[src/rtl/sbuf_pkg.sv]
package sbuf_pkg;

    typedef enum logic [1:0] {
        RK_MEM   = 2'd0,
        RK_FWD   = 2'd1,
        RK_STALL = 2'd2
    } res_kind_e;

    // Bytes covered by a size code; code 3 behaves as a word.
    function automatic logic [2:0] size_bytes(input logic [1:0] code);
        case (code)
            2'd0:    size_bytes = 3'd1;
            2'd1:    size_bytes = 3'd2;
            default: size_bytes = 3'd4;
        endcase
    endfunction

    function automatic logic [31:0] size_mask(input logic [1:0] code);
        case (code)
            2'd0:    size_mask = 32'h0000_00FF;
            2'd1:    size_mask = 32'h0000_FFFF;
            default: size_mask = 32'hFFFF_FFFF;
        endcase
    endfunction

endpackage

[src/rtl/sbuf_overlap.sv]
// Compares one buffered store against the current load.
module sbuf_overlap #(
    parameter int AW = 16
) (
    input  logic          ent_vld,
    input  logic [AW-1:0] ent_addr,
    input  logic [1:0]    ent_size,
    input  logic [AW-1:0] ld_addr,
    input  logic [1:0]    ld_size,
    output logic          hit,
    output logic          exact
);
    import sbuf_pkg::*;

    logic [AW-1:0] dist_ld_from_st;
    logic [AW-1:0] dist_st_from_ld;
    logic [AW-1:0] st_len;
    logic [AW-1:0] ld_len;

    always_comb begin
        // Modular distances make the ranges wrap around the address space.
        dist_ld_from_st = ld_addr - ent_addr;
        dist_st_from_ld = ent_addr - ld_addr;
        st_len = AW'(size_bytes(ent_size));
        ld_len = AW'(size_bytes(ld_size));
        hit    = ent_vld && ((dist_ld_from_st < st_len) || (dist_st_from_ld < ld_len));
        exact  = ent_vld && (ent_addr == ld_addr) &&
                 (size_bytes(ent_size) == size_bytes(ld_size));
    end
endmodule

[src/rtl/sbuf_select.sv]
// Turns per-entry hit/exact flags into one load outcome.
module sbuf_select #(
    parameter int DEPTH = 8
) (
    input  logic [DEPTH-1:0]       hit_vec,
    input  logic [DEPTH-1:0]       exact_vec,
    input  logic [DEPTH-1:0][31:0] ent_data,
    input  logic [1:0]             ld_size,
    output logic [1:0]             kind,
    output logic [31:0]            fwd_data
);
    import sbuf_pkg::*;

    localparam int CNTW = $clog2(DEPTH + 1);

    logic [CNTW-1:0] n_hits;
    logic [DEPTH-1:0] pick;
    logic [31:0] acc;

    always_comb begin
        n_hits = '0;
        for (int i = 0; i < DEPTH; i++) begin
            n_hits = n_hits + CNTW'(hit_vec[i]);
        end
        pick = hit_vec & exact_vec;
        acc  = '0;
        for (int i = 0; i < DEPTH; i++) begin
            if (pick[i]) acc = acc | ent_data[i];
        end
        kind     = RK_STALL;
        fwd_data = '0;
        if (n_hits == '0) begin
            kind = RK_MEM;
        end else if (n_hits == CNTW'(1) && |pick) begin
            kind     = RK_FWD;
            fwd_data = acc & size_mask(ld_size);
        end
    end
endmodule

[src/rtl/store_fwd_buf.sv]
module store_fwd_buf #(
    parameter int AW    = 16,
    parameter int DEPTH = 8
) (
    input  logic          clk,
    input  logic          rst_n,
    input  logic          st_valid,
    output logic          st_ready,
    input  logic [AW-1:0] st_addr,
    input  logic [1:0]    st_size,
    input  logic [31:0]   st_data,
    input  logic          ld_valid,
    input  logic [AW-1:0] ld_addr,
    input  logic [1:0]    ld_size,
    output logic          res_valid,
    output logic [1:0]    res_kind,
    output logic [31:0]   res_data,
    input  logic          commit,
    input  logic          flush,
    output logic          mem_wr_en,
    output logic [AW-1:0] mem_wr_addr,
    output logic [1:0]    mem_wr_size,
    output logic [31:0]   mem_wr_data
);
    import sbuf_pkg::*;

    localparam int PW = (DEPTH > 1) ? $clog2(DEPTH) : 1;
    localparam int CW = PW + 1;

    typedef struct packed {
        logic [DEPTH-1:0]          vld;
        logic [DEPTH-1:0][AW-1:0]  addr;
        logic [DEPTH-1:0][1:0]     size;
        logic [DEPTH-1:0][31:0]    data;
        logic [PW-1:0]             head;
        logic [PW-1:0]             tail;
        logic [CW-1:0]             count;
        logic                      res_valid;
        logic [1:0]                res_kind;
        logic [31:0]               res_data;
    } state_t;

    state_t s_d, s_q;

    logic [DEPTH-1:0] hit_vec;
    logic [DEPTH-1:0] exact_vec;
    logic [1:0]       sel_kind;
    logic [31:0]      sel_data;
    logic             push;
    logic             pop;

    generate
        for (genvar g = 0; g < DEPTH; g++) begin : g_cmp
            sbuf_overlap #(.AW(AW)) i_cmp (
                .ent_vld  (s_q.vld[g]),
                .ent_addr (s_q.addr[g]),
                .ent_size (s_q.size[g]),
                .ld_addr  (ld_addr),
                .ld_size  (ld_size),
                .hit      (hit_vec[g]),
                .exact    (exact_vec[g])
            );
        end
    endgenerate

    sbuf_select #(.DEPTH(DEPTH)) i_sel (
        .hit_vec   (hit_vec),
        .exact_vec (exact_vec),
        .ent_data  (s_q.data),
        .ld_size   (ld_size),
        .kind      (sel_kind),
        .fwd_data  (sel_data)
    );

    function automatic logic [PW-1:0] ptr_inc(input logic [PW-1:0] p);
        ptr_inc = (p == PW'(DEPTH - 1)) ? '0 : p + PW'(1);
    endfunction

    always_comb begin
        st_ready = (s_q.count != CW'(DEPTH)) && !flush;
        push     = st_valid && st_ready;
        pop      = commit && !flush && (s_q.count != '0);

        mem_wr_en   = pop;
        mem_wr_addr = s_q.addr[s_q.head];
        mem_wr_size = s_q.size[s_q.head];
        mem_wr_data = s_q.data[s_q.head];

        s_d = s_q;
        if (flush) begin
            s_d.vld   = '0;
            s_d.head  = '0;
            s_d.tail  = '0;
            s_d.count = '0;
        end else begin
            if (pop) begin
                s_d.vld[s_q.head] = 1'b0;
                s_d.head          = ptr_inc(s_q.head);
            end
            if (push) begin
                s_d.vld[s_q.tail]  = 1'b1;
                s_d.addr[s_q.tail] = st_addr;
                s_d.size[s_q.tail] = st_size;
                s_d.data[s_q.tail] = st_data;
                s_d.tail           = ptr_inc(s_q.tail);
            end
            if (push && !pop)      s_d.count = s_q.count + CW'(1);
            else if (pop && !push) s_d.count = s_q.count - CW'(1);
        end

        s_d.res_valid = ld_valid;
        s_d.res_kind  = ld_valid ? sel_kind : RK_MEM;
        s_d.res_data  = ld_valid ? sel_data : '0;
    end

    always_ff @(posedge clk) begin
        if (!rst_n) begin
            s_q       <= '0;
        end else begin
            s_q       <= s_d;
        end
    end

    assign res_valid = s_q.res_valid;
    assign res_kind  = s_q.res_kind;
    assign res_data  = s_q.res_data;


    no_overflow_chk: assert property (@(posedge clk) disable iff (!rst_n)
        s_q.count <= CW'(DEPTH));


    full_blocks_chk: assert property (@(posedge clk) disable iff (!rst_n)
        (s_q.count == CW'(DEPTH)) |-> !st_ready);


    empty_no_write_chk: assert property (@(posedge clk) disable iff (!rst_n)
        (s_q.count == '0) |-> !mem_wr_en);


    flush_empties_chk: assert property (@(posedge clk) disable iff (!rst_n)
        flush |=> (s_q.count == '0) && (s_q.vld == '0));


    result_follows_chk: assert property (@(posedge clk) disable iff (!rst_n)
        ld_valid |=> res_valid);


    no_spurious_result_chk: assert property (@(posedge clk) disable iff (!rst_n)
        !ld_valid |=> !res_valid);


    single_hit_fwd_chk: assert property (@(posedge clk) disable iff (!rst_n)
        (ld_valid && sel_kind == RK_FWD) |-> ($countones(hit_vec) == 1));

endmodule

[config.mk]
export PLATFORM = sky130hd
export DESIGN_NAME = store_fwd_buf
export DESIGN_NICKNAME = d
export VERILOG_FILES = /design/src/rtl/sbuf_pkg.sv /design/src/rtl/sbuf_overlap.sv /design/src/rtl/sbuf_select.sv /design/src/rtl/store_fwd_buf.sv
export SDC_FILE = /design/constraint.sdc
export NUM_CORES = 2
export LEC_CHECK = 0
export BUFFER_PORTS_ARGS = -buffer_cell sky130_fd_sc_hd__buf_2
export CAP_MARGIN = 25
export CORE_ASPECT_RATIO = 1.25
export CORE_MARGIN = 4
export CORE_UTILIZATION = 50
export DETAILED_ROUTE_END_ITERATION = 12
export MAX_ROUTING_LAYER = met4
export PLACE_DENSITY = 0.73
export SYNTH_ARGS = -nofsm -noshare
export SYNTH_HDL_FRONTEND = slang
export SYNTH_SLANG_ARGS = --single-unit
[constraint.sdc]
create_clock -name clk -period 9.99 [get_ports clk]
set_input_delay 2.4975 -clock clk [delete_from_list [all_inputs] [get_ports clk]]
set_output_delay 2.4975 -clock clk [all_outputs]
set_load 0.01 [all_outputs]
==> summary.md <==
### Power and ir drop
• **net load switching power** 1.29 mW
• **power per unit of standard cell area** 123 nW/um^2
• **Gate power share** 15.5%
• **share of total power in sequential cells** 40.6%
• **proportion of total power due to net switching** 28.6%
• **internal power of the cells** 3.22 mW
• **Worst IR Drop VDD** 0.142 mV
• **cell leakage power** 13.3 nW
• **share of power burned in the clock network** 43.9%

### Finish
• **Seq. cell area** 9070 sq um
• **layout filler cell count** 6569
• **fraction of layout instances using a drive strength above 1** 9.61%
• **P&R area growth vs syn** 7.31%
• **number of nets in the final layout** 4735
• **area of the multi-input gates** 22500 sq um

### Logic synthesis
• **top cells by area in the synthesized netlist** sky130_fd_sc_hd__dfxtp_1 26%, sky130_fd_sc_hd__nand2_1 11%, sky130_fd_sc_hd__ha_1 10%
• **Post-Syn Nets** 4836
• **fraction of post-synthesis cell area in the top cell type by area** 26.5%
• **cell area after synthesis** 34300 sq um
• **post-synthesis sequential area ratio** 26.5%
• **ys flop type** sky130_fd_sc_hd__dfxtp_1
• **count of mapped cells out of synthesis** 4459
• **count of flip-flops with a built-in enable after synthesis** 0
• **number of library cell types mapped by synthesis** 92
• **most area-hungry cell type in the Yosys netlist** sky130_fd_sc_hd__dfxtp_1
• **yosys synthesis warning count** 0
• **average instance area after synthesis** 7.69 sq um
• **Seq cells post-synth** 453
• **FFs w/ async S/R, synth** 0%

### Floorplanning
• **vertical die dimension** 301 um
• **die area** 72800 sq um
• **Core ar.** 68000 sq um
• **io pins** 161
• **die width** 242 um
• **standard-cell row count** 107
• **Initial Utilization** 50.4%

### Global route
• **total routing resource utilization after global routing** 39.9%
• **met1 layer usage reported by global route** 45.7%
• **pin count of the biggest net entering global routing** 266
• **met2 Track Usage GR** 63.9%
• **global route total overflow** 0
• **met3 global-route usage** 7.04%
• **first-pass GRT wire length** 216000 um
• **via count of the first global-routing pass** 33.5k
• **most used routing layer** met2
• **initial antenna violation count** 9

### Min path
• **Worst Hold Path Cells** 2
• **Hold/Removal Path Class** flip-flop to flip-flop

### Placement
• **final estimated routing congestion in global placement** 1.06
• **Detailed Place HPWL** 101000 um
• **number of buffer cells added on primary ports** 160

### Critical path
• **CP startpoint kind** primary input
• **category of the worst setup path capture point** flip-flop
• **required time of the critical path** 10.49 ns
• **crit path DAT** 9.36 ns
• **cell depth of the worst flop-to-flop path** 25
• **crit path kind** primary input to flip-flop
• **maximum fanout along the worst path** 33
• **r2r setup slk** 2.77 ns
• **reg-to-reg critical path endpoint** res_data[19]

### Run status
• **status** complete, no violations

### Timing
• **max-slew violation count** 0
• **setup repair after global routing missed its margin** false
• **f_max** 0.113 GHz
• **post-route minimum period** 8.85 ns
• **Max transition margin** 4.88%
• **sum of negative setup slack** 0 ns
• **endpoints failing hold** 0
• **final cycle utilization of the critical path** 88.6%
• **Final Skew** 0.0310 ns
• **Slew @ Worst Pin** 1.43 ns
• **worst-case hold slack** 0.483 ns
• **Final setup violation count** 0

### Clock tree
• **Clock Latency Late Sink** 0.62 ns
• **CTS Buf Count** 45
• **Clock Tree Root** sky130_fd_sc_hd__clkbuf_16
• **total of cells resized after clock tree synthesis** 0
• **post-CTS setup-driven buffer insertion count** 0
• **number of clock sinks** 453
• **clock-pin slew on the worst setup and hold paths** 0.07 ns
• **clk buf depth** 3
• **TritonCTS clock tree** yes
• **Clock H-tree levels** 2
• **number of buffers inserted by hold repair at cts** 0

### Route
• **total detailed-routing wirelength** 148000 um
• **wire length per cell** 28.1 um
• **total via count in the routed design** 35.0k
• **count of nets left with antenna violations after detail routing** 0
• **drt via density** 6.64
• **1st-pass router iterations** 9
• **Initial DRC Count** 4218
• **final routed DRC violation total** 0

### Flow run
• **number of max-cap violations** 0

-- through the flow --
step	utilization [%]	total power [mW]	std cells	instance area, sq um	setup slack [ns]
after floorplan	-	2.32	4459	34300	1.22
after global routing	54.1	4.63	5273	36800	0.832
after global placement	51.5	2.56	5182	35000	0.604
after CTS	54.0	4.49	5264	36700	1.22
final	54.1	4.52	5273	36800	1.14
after detailed placement	51.5	2.55	5182	35000	0.598
-- layout make-up --
cell class,instances,share of cell area [%]
diodes,8,0.0544
well taps,872,2.97
clock buffers,59,3.45
multi-input cells,3388,61.3
clock inverters,23,1.17
repair buffers,252,4.21
inverters,218,2.23
flip-flops and latches,453,24.7
-- logic make-up (layout without fill, tap and decap cells) --
group                      Yosys count  count (layout)  share of synthesized area (%)
AOI/OAI and AO/OA                 1469            1469                           30.6
and+or+nand+nor                   1423            1423                           18.2
buffers and inverters              618             552                           8.21
DFF                                453             453                           26.5
adders and majority gates          303             303                           11.5
xor gates and xnor gates           185             185                           4.73
muxes                                8               8                          0.241
other                                0               8                              0
-- worst max-delay path, stage by stage --
cell,delay (ns)
sky130_fd_sc_hd__buf_2,0.23
sky130_fd_sc_hd__inv_1,0.32
sky130_fd_sc_hd__fa_1,0.57
sky130_fd_sc_hd__a21o_1,0.22
sky130_fd_sc_hd__a221oi_1,0.57
sky130_fd_sc_hd__o21ai_0,0.24
sky130_fd_sc_hd__a41oi_1,0.29
sky130_fd_sc_hd__xnor2_1,0.09
sky130_fd_sc_hd__nor4_1,0.29
sky130_fd_sc_hd__nand4_1,0.19
sky130_fd_sc_hd__o32a_4,0.32
sky130_fd_sc_hd__nor2b_1,0.14
sky130_fd_sc_hd__ha_1,0.25
sky130_fd_sc_hd__fa_1,0.48
sky130_fd_sc_hd__inv_1,0.05
sky130_fd_sc_hd__fa_1,0.47
sky130_fd_sc_hd__inv_1,0.05
sky130_fd_sc_hd__fa_1,0.39
sky130_fd_sc_hd__fa_1,0.39
sky130_fd_sc_hd__or2_2,0.30
sky130_fd_sc_hd__a21oi_1,0.17
sky130_fd_sc_hd__and3_1,0.22
sky130_fd_sc_hd__o41ai_4,0.10
sky130_fd_sc_hd__buf_12,0.25
sky130_fd_sc_hd__a311oi_2,0.26
-- Yosys cell counts (72+ instances only) --
cell                       instances
sky130_fd_sc_hd__nand4_1         102
sky130_fd_sc_hd__a21o_1           72
sky130_fd_sc_hd__ha_1            282
sky130_fd_sc_hd__nor2_1          110
sky130_fd_sc_hd__xnor2_1          92
sky130_fd_sc_hd__o21ai_0         153
sky130_fd_sc_hd__inv_1           217
sky130_fd_sc_hd__dfxtp_1         453
sky130_fd_sc_hd__a21boi_0        439
sky130_fd_sc_hd__nand2_1         959
sky130_fd_sc_hd__buf_4            96
sky130_fd_sc_hd__a21oi_1         252
sky130_fd_sc_hd__xor2_1           93
sky130_fd_sc_hd__a22oi_1         267
sky130_fd_sc_hd__clkbuf_1        264
-- power by group through the flow --
stage	combinational [mW]	sequential (mW)	clock, mW
global placement	0.682	1.88	0
detailed placement	0.675	1.88	0
floorplan	0.453	1.87	0
CTS	0.679	1.84	1.98
finish	0.701	1.84	1.98
global route	0.743	1.84	2.05
-- cells in the final DEF (no fill, tap or decap), types with 29 or more instances in the layout --
cell                        instances
sky130_fd_sc_hd__a21boi_0         439
sky130_fd_sc_hd__a21o_1            72
sky130_fd_sc_hd__a21oi_1          250
sky130_fd_sc_hd__a222oi_1          32
sky130_fd_sc_hd__a22oi_1          267
sky130_fd_sc_hd__buf_2            159
sky130_fd_sc_hd__buf_4             89
sky130_fd_sc_hd__clkbuf_16         45
sky130_fd_sc_hd__dfxtp_1          453
sky130_fd_sc_hd__ha_1             282
sky130_fd_sc_hd__inv_1            216
sky130_fd_sc_hd__nand2_1          956
sky130_fd_sc_hd__nand3_1           46
sky130_fd_sc_hd__nand4_1          102
sky130_fd_sc_hd__nor2_1           106
sky130_fd_sc_hd__nor3_1            29
sky130_fd_sc_hd__o21ai_0          153
sky130_fd_sc_hd__xnor2_1           92
sky130_fd_sc_hd__xor2_1            93
-- routing by layer --
layer / vias to the layer above / share of wire [%]
met5: - / 0
met4: 0 / 8.6
met3: 683 / 10
met2: 2243 / 45
met1: 16570 / 36
li1: 15518 / -
-- how the worst max path moves through the flow --
stage | startpoint | to | slack [ns] | depth (start not counted)
floorplan | ld_addr[0] | res_data[10] | 1.22 | 26
global placement | ld_addr[1] | res_data[24] | 0.60 | 25
detailed placement | ld_addr[1] | res_data[9] | 0.60 | 25
CTS | ld_addr[5] | res_data[19] | 1.22 | 25
global route | ld_addr[1] | res_data[8] | 0.83 | 25
finish | ld_addr[1] | res_data[19] | 1.14 | 25
Note: power is estimated with default switching activity, not from simulation.
